## src/rtl/rsqrt_pkg.sv

```systemverilog
package rsqrt_pkg;

  typedef enum logic [2:0] {
    ST_IDLE,
    ST_SQRT,
    ST_DIV,
    ST_FIX,
    ST_DONE
  } rsqrtState_e;

  // Strobes issued by the controller to the datapath, one cycle each.
  typedef struct packed {
    logic loadIn;      // capture operand, clear both loops
    logic sqrtStep;    // resolve one root bit
    logic divStep;     // resolve one quotient bit
    logic commit;      // copy quotient to output, clear flag
    logic commitZero;  // saturate output, raise flag
  } rsqrtStrobe_t;

endpackage

```

## src/rtl/rsqrt_ctrl.sv

```systemverilog
module rsqrt_ctrl
  import rsqrt_pkg::*;
#(
  parameter int ROOT_W = 11,
  parameter int Q_W    = 12
) (
  input  logic         clk,
  input  logic         rstN,
  input  logic         start,
  input  logic         inZero,
  output rsqrtStrobe_t strobe,
  output logic         busy,
  output logic         done
);
  localparam int MAX_IT = (ROOT_W > Q_W) ? ROOT_W : Q_W;
  localparam int CNT_W  = $clog2(MAX_IT);

  rsqrtState_e state, stateNxt;
  logic [CNT_W-1:0] cnt, cntNxt;

  always_comb begin
    stateNxt = state;
    cntNxt   = cnt;
    strobe   = '0;
    unique case (state)
      ST_IDLE: if (start) begin
        if (inZero) begin
          strobe.commitZero = 1'b1;
          stateNxt          = ST_DONE;
        end else begin
          strobe.loadIn = 1'b1;
          cntNxt        = CNT_W'(ROOT_W - 1);
          stateNxt      = ST_SQRT;
        end
      end
      ST_SQRT: begin
        strobe.sqrtStep = 1'b1;
        if (cnt == '0) begin
          cntNxt   = CNT_W'(Q_W - 1);
          stateNxt = ST_DIV;
        end else begin
          cntNxt = cnt - 1'b1;
        end
      end
      ST_DIV: begin
        strobe.divStep = 1'b1;
        if (cnt == '0) stateNxt = ST_FIX;
        else           cntNxt   = cnt - 1'b1;
      end
      ST_FIX: begin
        strobe.commit = 1'b1;
        stateNxt      = ST_DONE;
      end
      ST_DONE: stateNxt = ST_IDLE;
      default: stateNxt = ST_IDLE;
    endcase
  end

  always_ff @(posedge clk or negedge rstN) begin
    if (!rstN) begin
      state <= ST_IDLE;
      cnt   <= '0;
    end else begin
      state <= stateNxt;
      cnt   <= cntNxt;
    end
  end

  assign busy = (state == ST_SQRT) || (state == ST_DIV) || (state == ST_FIX);
  assign done = (state == ST_DONE);

endmodule

```

## src/rtl/rsqrt_dp.sv

```systemverilog
module rsqrt_dp
  import rsqrt_pkg::*;
#(
  parameter int IN_W   = 16,
  parameter int FRAC_W = 3,
  parameter int Q_W    = 12
) (
  input  logic             clk,
  input  logic             rstN,
  input  logic [IN_W-1:0]  xIn,
  input  rsqrtStrobe_t     strobe,
  output logic             inZero,
  output logic [Q_W-1:0]   result,
  output logic             zeroErr
);
  localparam int RAD_W  = IN_W + 2 * FRAC_W;   // radicand X << 2*FRAC_W
  localparam int ROOT_W = RAD_W / 2;           // root with FRAC_W fraction bits
  localparam int SR_W   = ROOT_W + 3;          // root partial remainder
  localparam int REM_W  = ROOT_W + 3;          // signed divider remainder
  // Dividend is 2^(Q_W+FRAC_W-1); its bits above the Q_W shifted ones seed the remainder.
  localparam logic signed [REM_W-1:0] DIV_SEED = REM_W'(1) << (FRAC_W - 1);

  logic [RAD_W-1:0]         rad;
  logic [SR_W-1:0]          sqRem;
  logic [ROOT_W-1:0]        root;
  logic signed [REM_W-1:0]  dRem;
  logic [Q_W-1:0]           quo;

  // Root iteration: bring down two radicand bits, try subtracting 4*root+1.
  logic [SR_W-1:0] sqTry, sqTrial;
  logic            sqFits;
  assign sqTry   = {sqRem[SR_W-3:0], rad[RAD_W-1 -: 2]};
  assign sqTrial = {1'b0, root, 2'b01};
  assign sqFits  = (sqTry >= sqTrial);

  // Divider iteration: sign of current remainder picks subtract or add.
  logic signed [REM_W-1:0] divisor, dShift, dNext;
  assign divisor = $signed(REM_W'(root));
  assign dShift  = dRem <<< 1;
  assign dNext   = dRem[REM_W-1] ? (dShift + divisor) : (dShift - divisor);

  assign inZero = (xIn == '0);

  always_ff @(posedge clk or negedge rstN) begin
    if (!rstN) begin
      rad   <= '0;
      sqRem <= '0;
      root  <= '0;
      dRem  <= '0;
      quo   <= '0;
    end else if (strobe.loadIn) begin
      rad   <= {xIn, {(2 * FRAC_W){1'b0}}};
      sqRem <= '0;
      root  <= '0;
      dRem  <= DIV_SEED;
      quo   <= '0;
    end else if (strobe.sqrtStep) begin
      rad   <= rad << 2;
      sqRem <= sqFits ? (sqTry - sqTrial) : sqTry;
      root  <= {root[ROOT_W-2:0], sqFits};
    end else if (strobe.divStep) begin
      dRem <= dNext;
      quo  <= {quo[Q_W-2:0], ~dNext[REM_W-1]};
    end
  end

  always_ff @(posedge clk or negedge rstN) begin
    if (!rstN) begin
      result  <= '0;
      zeroErr <= 1'b0;
    end else if (strobe.commitZero) begin
      result  <= '1;
      zeroErr <= 1'b1;
    end else if (strobe.commit) begin
      result  <= quo;
      zeroErr <= 1'b0;
    end
  end

endmodule

```

## src/rtl/rsqrt_unit.sv

```systemverilog
module rsqrt_unit #(
  parameter int IN_W   = 16,
  parameter int FRAC_W = 3,
  parameter int Q_W    = 12
) (
  input  logic            clk,
  input  logic            rstN,
  input  logic            start,
  input  logic [IN_W-1:0] xIn,
  output logic            busy,
  output logic            done,
  output logic [Q_W-1:0]  result,
  output logic            zeroErr
);
  import rsqrt_pkg::*;

  localparam int ROOT_W = IN_W / 2 + FRAC_W;

  rsqrtStrobe_t strobe;
  logic         inZero;

  rsqrt_ctrl #(.ROOT_W(ROOT_W), .Q_W(Q_W)) u_ctrl (
    .clk(clk), .rstN(rstN), .start(start), .inZero(inZero),
    .strobe(strobe), .busy(busy), .done(done)
  );

  rsqrt_dp #(.IN_W(IN_W), .FRAC_W(FRAC_W), .Q_W(Q_W)) u_dp (
    .clk(clk), .rstN(rstN), .xIn(xIn), .strobe(strobe),
    .inZero(inZero), .result(result), .zeroErr(zeroErr)
  );

endmodule

```

## config.mk

```make
export PLATFORM = sky130hd
export DESIGN_NAME = rsqrt_unit
export DESIGN_NICKNAME = d
export VERILOG_FILES = /design/src/rtl/rsqrt_pkg.sv /design/src/rtl/rsqrt_ctrl.sv /design/src/rtl/rsqrt_dp.sv /design/src/rtl/rsqrt_unit.sv
export SDC_FILE = /design/constraint.sdc
export NUM_CORES = 1
export LEC_CHECK = 0
export ABC_AREA = 1
export BUFFER_PORTS_ARGS = -buffer_cell sky130_fd_sc_hd__buf_2
export CORE_MARGIN = 10
export CORE_UTILIZATION = 60
export CTS_CLUSTER_SIZE = 12
export DETAILED_ROUTE_END_ITERATION = 16
export HOLD_SLACK_MARGIN = 0.02
export PLACE_DENSITY = 0.81
export SLEW_MARGIN = 20
export SYNTH_ARGS = -nofsm -noshare
export SYNTH_HDL_FRONTEND = slang
export SYNTH_HIERARCHICAL = 1
export SYNTH_SLANG_ARGS = --single-unit
export TNS_END_PERCENT = 5
```

## constraint.sdc

```tcl
create_clock -name clk -period 2.59 [get_ports clk]
set_input_delay 0.518 -clock clk [delete_from_list [all_inputs] [get_ports clk]]
set_output_delay 0.518 -clock clk [all_outputs]
set_load 0.02 [all_outputs]
```

==> results.toml, run 1 <==
[setup_path]
worstPathArrival_ps = 2340
rrSetupSlack_ps = 480
cp_max_fo = 15
worst-endpoint-required_ps = 2820
end_kind = "register"
critPathLaunchType = "register"
reg2regPathDepth = 11
reg2reg_from = "u_ctrl/state[0]"
critical_path_class = "register to register"
r2r_end = "u_dp/quo[11]"

[finish]
multi_input_area_um2 = 3060
fin_area_um2 = 6310
final_cell_mix = "nand2_1 (233), inv_1 (121), dfrtp_1 (85)"
final_cells = 977
seq_area_um2 = 2130
nets = 900
fillers = 831
drive_above_1_share = 0.114
final_common_cell = "nand2_1"
antenna_cells = 0
syn_to_final_growth_pct = 8.22

[floorplanning]
ios = 34
start_util = 0.622
core_um2 = 9370
die_width_um = 119
fp.dieH_um = 119
fp.dieArea_um2 = 14100
fp-row-count = 35

[job]
maxCapViolCount = 0

[synthesis]
synth_edf_count = 0
ys_types = 44
synth-seq-area-share = 0.365
post-synth-top-area-fraction = 0.365
ys_warn_count = 6
postSynthCellCount = 810
synth_nets = 866
avgSynthCellArea_um2 = 7.20
async_reset_ff_frac = 1.00
yosysTopAreaCell = "dfrtp_1"
yosys_register_bits = 85
synthesis.area_um2 = 5830
synthFlopType = "dfrtp_1"
synth.top_cells.by_area = "dfrtp_1 (36%), nand2_1 (15%), inv_1 (7.8%), ha_1 (7.5%), nand3_1 (4.6%)"

[power_and_ir_drop]
power.leakage_nw = 3.35
vdd_drop_max_mv = 0.788
p_per_area_nw_per_um2 = 1340

[timing]
slew_headroom = 0.636
setup_viol = 0
finalCritPeriodShare = 0.815
finalClockSkew_ps = 9.01
drv_slew = 0
setup_tns_ps = 0
grt_setup_unrepaired = "false"
max_freq_ghz = 0.474
finalCriticalPeriod_ps = 2110
hold_violations = 0
worst_pin_slew_ps = 543

[route]
avgViaCountPerCell = 5.57
drt_iter0_markers = 449
ant_nets = 0
routedWlPerCell_um = 14.2
drt-pass1-iter-count = 5
vias = 5439
drt_wl_total_um = 13800
drc_errors = 0

[hold_path]
hold_path_class = "input pin to asynchronous set/reset pin"

[clocking]
cts_tree = "built"
numCtsBuffers = 9
cts_hold_buf = 0
postCtsSetupRepairBufs = 0
clock_latency_ps = 350
cts_sinks = 85
root_buffer = "clkbuf_8"
path_clk_slew_ps = 90
post_cts_resized = 0
cts_buffer_depth = 2
h-tree-depth = 3

[grt]
met2_usage = 0.327
antenna_found_initial = 0
gr-usage-all-layers = 0.196
grt_use_met1 = 0.249
grt.overflow.total = 0
grt_pass1_wl_um = 24000
grt_max_degree = 37
grtUsageMet3 = 0.0362
busiest_layer = "met2"
grt_pass1_vias = 5318

[placement]
dp_cells = 962
gp_congestion = 0.999
placed_cell_area_um2 = 6140
port_buffers = 33
hpwl_um = 10400

[status]
outcome = "completed"
## kinds of logic (layout without fill, tap and decap cells)
family | after synthesis | in the layout | synth area share
XOR/XNOR | 8 | 8 | 0.0120
AND/OR/NAND/NOR | 392 | 392 | 0.300
buffers and inverters | 156 | 194 | 0.112
flip-flops | 85 | 85 | 0.365
AO/OA/AOI/OAI | 132 | 132 | 0.129
adder cells (fa/ha/maj) | 37 | 37 | 0.0820
## metal layers
layer  vias to the layer above  wire [um]
met5                         -          0
met3                        20        776
met4                         0        204
met1                      2560       6200
met2                       169       6650
li1                       2690          -
## flip-flops by register name (all words and copies together) (netlist names)
register,count
u_ctrl/cnt,4
u_ctrl/state,3
u_dp/dRem,14
u_dp/quo,12
u_dp/rad,16
u_dp/result,12
u_dp/root,11
u_dp/sqRem,12
u_dp/zeroErr,1
## through the flow
step | utilization | setup slack (ps) | hold WS [ps] | power (mW)
final | 0.673 | 479 | 123 | 8.46
after floorplan | - | 485 | 222 | 6.37
after global placement | 0.655 | 448 | 468 | 7.32
after global routing | 0.673 | 289 | 147 | 9.29
after CTS | 0.673 | 474 | 134 | 8.41
after detailed placement | 0.655 | 438 | 467 | 7.51
## Yosys cell counts (2+ instances only)
master and number:
nand2_1 233, inv_1 121, dfrtp_1 85, nand3_1 54, nor2_1 49, a21oi_1 43, o21ai_0 39, ha_1 35
nand4_1 22, o22ai_1 19, buf_2 11, clkbuf_1 8, inv_2 7, o211ai_1 7, o21ai_1 7, nand2_2 6
o221ai_1 6, nand2_4 5, nor3_1 5, nor4_1 5, o21bai_1 5, xnor2_1 4, xor2_1 4, nor2_2 3
a21boi_0 2, a21oi_2 2, buf_4 2, clkbuf_8 2, fa_1 2, nand3_2 2, nand3b_1 2
## worst max-delay path, cell delays in order (launching register included)
cell	delay [ps]
dfrtp_1	470
nor2_2	190
inv_1	80
nor2_2	120
inv_1	80
nor3_2	400
inv_1	80
o21ai_0	120
inv_1	80
buf_4	210
nand2_1	80
o21ai_0	80
## where the power goes
part | total [mW] | internal (mW) | switching (mW)
combinational | 5.53 | 1.92 | 3.62
sequential | 2.06 | 1.76 | 0.304
clock | 0.863 | 0.350 | 0.513
## worst max-delay path by stage
stage | startpoint | end | slack, ps | depth (start not counted)
final | u_ctrl/state[0] | u_dp/quo[11] | 480 | 11
after global routing | u_ctrl/state[0] | u_dp/dRem[0] | 290 | 11
after CTS | u_ctrl/state[0] | u_dp/quo[11] | 470 | 11
after detailed placement | xIn[14] | u_dp/result[3] | 440 | 9
after global placement | xIn[14] | u_dp/dRem[9] | 450 | 11
after floorplan | xIn[14] | u_dp/dRem[8] | 490 | 11
## layout make-up
cell class | count | area share
well taps | 129 | 0.0256
clock inverters | 6 | 0.00754
multi-input cells | 569 | 0.485
repair buffers | 50 | 0.0488
flip-flops and latches | 85 | 0.337
inverters | 129 | 0.0768
clock buffers | 9 | 0.0196
No activity file was read; power rests on OpenSTA's default activity.
==> run 2: changes to the inputs <==
==> constraint.sdc (replaced) <==
create_clock -name clk -period 2 [get_ports clk]
set_input_delay 0.4 -clock clk [delete_from_list [all_inputs] [get_ports clk]]
set_output_delay 0.4 -clock clk [all_outputs]
set_load 0.02 [all_outputs]
==> results.toml, run 2 (synthesis results as in run 1) <==
[finish]
antenna_cells = 0
syn_to_final_growth_pct = 14.2
drive_above_1_share = 0.177
final_common_cell = "nand2_1"
fin_area_um2 = 6660
final_util = 0.710
final_cell_mix = "nand2_1 (229), inv_1 (111), dfrtp_1 (84)"
largest_register = "u_dp/rad"
largest_register_ffs = 16
top_regs = "u_dp/rad x16, u_dp/dRem x14"
nets = 920
final_cells = 997

[clocking]
clock_latency_ps = 350
cts_sinks = 85
path_clk_slew_ps = 90
cts_buffer_depth = 2
h-tree-depth = 3
numCtsBuffers = 9
cts_tree = "built"
root_buffer = "clkbuf_8"

[route]
vias = 5544
drt_iter0_markers = 418
avgViaCountPerCell = 5.56
drc_errors = 0
ant_nets = 0
drt_wl_total_um = 14900
routedWlPerCell_um = 14.9
drt-pass1-iter-count = 5

[timing]
max_freq_ghz = 0.512
slew_headroom = 0.635
finalCritPeriodShare = 0.977
hold_violations = 0
grt_setup_unrepaired = "true"
drv_slew = 0
finalCriticalPeriod_ps = 1950
worst_pin_slew_ps = 545
setup_viol = 0
finalClockSkew_ps = 10.0

[setup_path]
cpMaxStageDelayCell = "dfrtp_1"
cp_cell_sequence = "inv_2 -> ha_2 -> nand2_2 -> inv_1 -> nand2_1 -> nand2_1 -> a21oi_4 -> buf_4 -> nand3_4 -> nand2_2 -> nand3_2 -> nand2_1"
critPathLaunchType = "register"
end_kind = "register"
cpMostUsedCell = "nand2_1"
worst-endpoint-required_ps = 2290
worstPathArrival_ps = 2240
critPathMaxStageDelay_ps = 400
cp_max_fo = 6
critical_path_class = "register to register"

[floorplanning]
core_um2 = 9370
fp-row-count = 35
die_width_um = 119
fp.dieH_um = 119
fp.dieArea_um2 = 14100
ios = 34
start_util = 0.622

[grt]
grt_pass1_wl_um = 24900
gr-usage-all-layers = 0.206
grt_max_degree = 38
grt.overflow.total = 0
antenna_found_initial = 0
grt_pass1_vias = 5458

[placement]
placed_cell_area_um2 = 6270
hpwl_um = 10900
port_buffers = 33
gp_congestion = 0.950
dp_cells = 976

[status]
outcome = "completed"

[hold_path]
hold_path_class = "input pin to register"

[power_and_ir_drop]
p_per_area_nw_per_um2 = 1790
finalPower_mw = 11.9
power.leakage_nw = 3.48
vdd_drop_max_mv = 0.957

[job]
maxCapViolCount = 0
run 2: cell type report:
| type | count | area [um2] |
|---|---|---|
| Clock buffer | 9 | 124 |
| Clock inverter | 6 | 71.3 |
| Fill cell | 816 | 2710 |
| Inverter | 129 | 484 |
| Multi-Input combinational cell | 570 | 3200 |
| Sequential cell | 85 | 2130 |
| Tap cell | 129 | 161 |
| Timing Repair Buffer | 69 | 485 |
run 2: timing repair:
item / CTS / global route
buffers inserted: 0 / 4
hold endpoints to repair: 35 / 0
setup endpoints to repair: 25 / 48
hold buffers: 1 / 0
pin swaps: 0 / 4
gates resized for setup: 2 / 46
cloned: 0 / 1
run 2: layer usage:
layer / vias to the layer above / share of wire / GRT usage
met2: 170 / 0.48 / 0.347
met3: 23 / 0.050 / 0.0386
met1: 2627 / 0.46 / 0.266
li1: 2724 / - / -
met5: - / 0 / 0
met4: 0 / 0.017 / 0.0527
run 2: critical path, delay by kind of cell, from the launching register on:
family,cells,cell delay (ps)
adder cells (fa/ha/maj),1,310
AND/OR/NAND/NOR,7,630
buffers and inverters,3,320
AO/OA/AOI/OAI,1,230
flip-flops,1,400
run 2: worst paths after layout:
path / startpoint / end / slack, ps / depth (start not counted)
worst max-delay path: u_dp/root[7] / u_dp/sqRem[9] / 50 / 12
worst min-delay path: xIn[6] / u_dp/rad[12] / 270 / 3
worst max register to register: u_dp/root[7] / u_dp/sqRem[9] / 50 / 12
worst min register to register: u_dp/rad[15] / u_dp/rad[17] / 500 / 2
max in group asynchronous: rstN / u_dp/result[11] / 810 / 3
min in group asynchronous: rstN / u_dp/sqRem[11] / 550 / 2
run 2: power by group:
group / internal (mW) / switching, mW / leakage, nW
clock: 0.582 / 0.676 / 0.0923
combinational: 2.98 / 5.05 / 2.26
sequential: 2.28 / 0.384 / 1.13
total: 5.84 / 6.10 / 3.48
run 2: stage by stage:
stage | setup WS [ps] | TNS, ps | hold WS (ps)
after floorplan | 13.3 | 0 | 104
after global placement | 14.2 | 0 | 381
after detailed placement | -53.7 | -349 | 388
after CTS | 24.9 | 0 | 263
after global routing | -62.8 | -360 | 263
final | 46.2 | 0 | 274
==> run 3: changes to the inputs <==
--- a/config.mk
+++ b/config.mk
@@ -12,7 +12,7 @@
 export CTS_CLUSTER_SIZE = 12
 export DETAILED_ROUTE_END_ITERATION = 16
 export HOLD_SLACK_MARGIN = 0.02
-export PLACE_DENSITY = 0.81
+export PLACE_DENSITY_LB_ADDON = 0.15
 export SLEW_MARGIN = 20
 export SYNTH_ARGS = -nofsm -noshare
 export SYNTH_HDL_FRONTEND = slang
==> results.toml, run 3 (synthesis results as in run 1) <==
[timing]
setup_tns_ps = 0
drv_slew = 0
finalCritPeriodShare = 0.965
hold_violations = 0
setup_viol = 0
grt_setup_unrepaired = "true"
max_freq_ghz = 0.518
finalClockSkew_ps = 13.9
worst_pin_slew_ps = 499
finalCriticalPeriod_ps = 1930
slew_headroom = 0.666

[power_and_ir_drop]
swShare = 0.510
p_per_area_nw_per_um2 = 1790
p_int_mw = 5.86
vdd_drop_max_mv = 1.09
power_frac_clock = 0.104
p_comb_frac = 0.675
power.leakage_nw = 3.49
p_sw_mw = 6.09
power_frac_seq = 0.222
finalPower_mw = 12.0

[grt]
grt.overflow.total = 0
grt_pass1_vias = 5361
antenna_found_initial = 0
grt_max_degree = 41
gr-usage-all-layers = 0.205
grt_pass1_wl_um = 24800

[route]
drc_errors = 0
avgViaCountPerCell = 5.51
drt-pass1-iter-count = 5
drt_wl_total_um = 14600
ant_nets = 0
routedWlPerCell_um = 14.6
vias = 5509
drt_iter0_markers = 477

[finish]
nets = 923
largest_register_ffs = 16
fillers = 822
final_cells = 1000
multi_input_area_um2 = 3210
fin_area_um2 = 6690
antenna_cells = 0
largest_register = "u_dp/rad"
top_regs = "u_dp/rad x16, u_dp/dRem x14"
drive_above_1_share = 0.178
final_cell_mix = "nand2_1 (228), inv_1 (114), dfrtp_1 (85)"
seq_area_um2 = 2130
final_common_cell = "nand2_1"
syn_to_final_growth_pct = 14.7

[hold_path]
hold_path_class = "input pin to register"
hold_start = "xIn[0]"

[placement]
hpwl_um = 10700
port_buffers = 33
gp_congestion = 0.940
dp_cells = 981
placed_cell_area_um2 = 6300

[setup_path]
critical_path_class = "register to register"
crit_buf_inv = 2
critPathLaunchType = "register"
cp_top_family = "flip-flops"
cp_cell_sequence = "inv_1 -> ha_1 -> nand2_1 -> o21ai_1 -> a21oi_4 -> buf_4 -> nand4_1 -> nand3_1 -> nand2_1"
cp_max_fo = 5
cpMaxStageDelayCell = "dfrtp_1"
cpMostUsedCell = "nand2_1"
end_kind = "register"
critPathMaxStageDelay_ps = 410
worstSetupStartpoint = "u_dp/root[10]"
worstPathArrival_ps = 2180
worst-endpoint-required_ps = 2250
reg2reg_from = "u_dp/root[10]"

[status]
outcome = "completed"

[floorplanning]
core_um2 = 9370
fp-row-count = 35
fp.dieArea_um2 = 14100
start_util = 0.622
ios = 34
die_width_um = 119
fp.dieH_um = 119

[job]
maxCapViolCount = 0

[clocking]
clock_latency_ps = 360
cts_buffer_depth = 2
root_buffer = "clkbuf_8"
cts_sinks = 85
h-tree-depth = 3
path_clk_slew_ps = 90
cts_tree = "built"
numCtsBuffers = 9
## run 3: changes by cell type in the layout (fill, tap and decap cells not counted), moves of 2 or more
| cell | before | now |
|---|---|---|
| nor2_1 | 46 | 44 |
| a21oi_2 | 7 | 5 |
| buf_4 | 31 | 35 |
| fa_1 | 2 | 0 |
| inv_2 | 17 | 13 |
| fa_2 | 0 | 2 |
| a21oi_1 | 37 | 39 |
| inv_1 | 111 | 114 |
## run 3: what timing repair did
item | in CTS | in global routing
setup buffers | 0 | 1
pin swaps | 0 | 2
hold buffers | 1 | 0
hold endpoints to repair | 29 | 0
gates cloned | 0 | 2
endpoints found under the setup margin | 5 | 43
resized for setup | 1 | 47
## run 3: tightest hold or removal path: cells and delay by family
family	cells	cell delay, ps
compound gates	1	60
buf+inv	1	90
simple gates	1	40
## run 3: layer usage
layer	routed length (um)	GRT usage	vias to the layer above
met5	0	0	-
met4	232	0.0649	0
met3	885	0.0376	27
met2	7050	0.345	166
met1	6400	0.259	2591
li1	-	-	2725
## run 3: cell type report
type | count | share of cell area
clock buffers | 9 | 0.0185
clock inverters | 6 | 0.0107
inverters | 129 | 0.0728
multi-input cells | 570 | 0.480
flip-flops and latches | 85 | 0.318
well taps | 129 | 0.0241
repair buffers | 72 | 0.0754
## run 3: path summary, 6_finish.rpt
kind	slack, ps	end	depth (start not counted)
max	70	u_dp/sqRem[1]	9
min	270	u_dp/rad[6]	3
max reg2reg	70	u_dp/sqRem[1]	9
min reg2reg	500	u_dp/rad[17]	2
max in group asynchronous	920	u_dp/rad[21]	3
min in group asynchronous	510	u_dp/root[9]	2
## run 3: metrics by stage
| stage | hold slack, ps | setup WS [ps] | utilization |
|---|---|---|---|
| after global routing | 270 | -69.1 | 0.713 |
| after detailed placement | 362 | -89.4 | 0.673 |
| after global placement | 362 | 18.0 | 0.673 |
| final | 272 | 71.0 | 0.713 |
| after floorplan | 104 | 13.3 | - |
| after CTS | 261 | 18.8 | 0.695 |
## run 3: power by group through the flow
stage	sequential [mW]	clock [mW]	combinational [mW]
finish	2.65	1.24	8.06
global route	2.73	1.37	9.09
CTS	2.62	1.28	7.52
detailed placement	2.65	0	7.46
global placement	2.63	0	7.30
floorplan	2.69	0	5.56
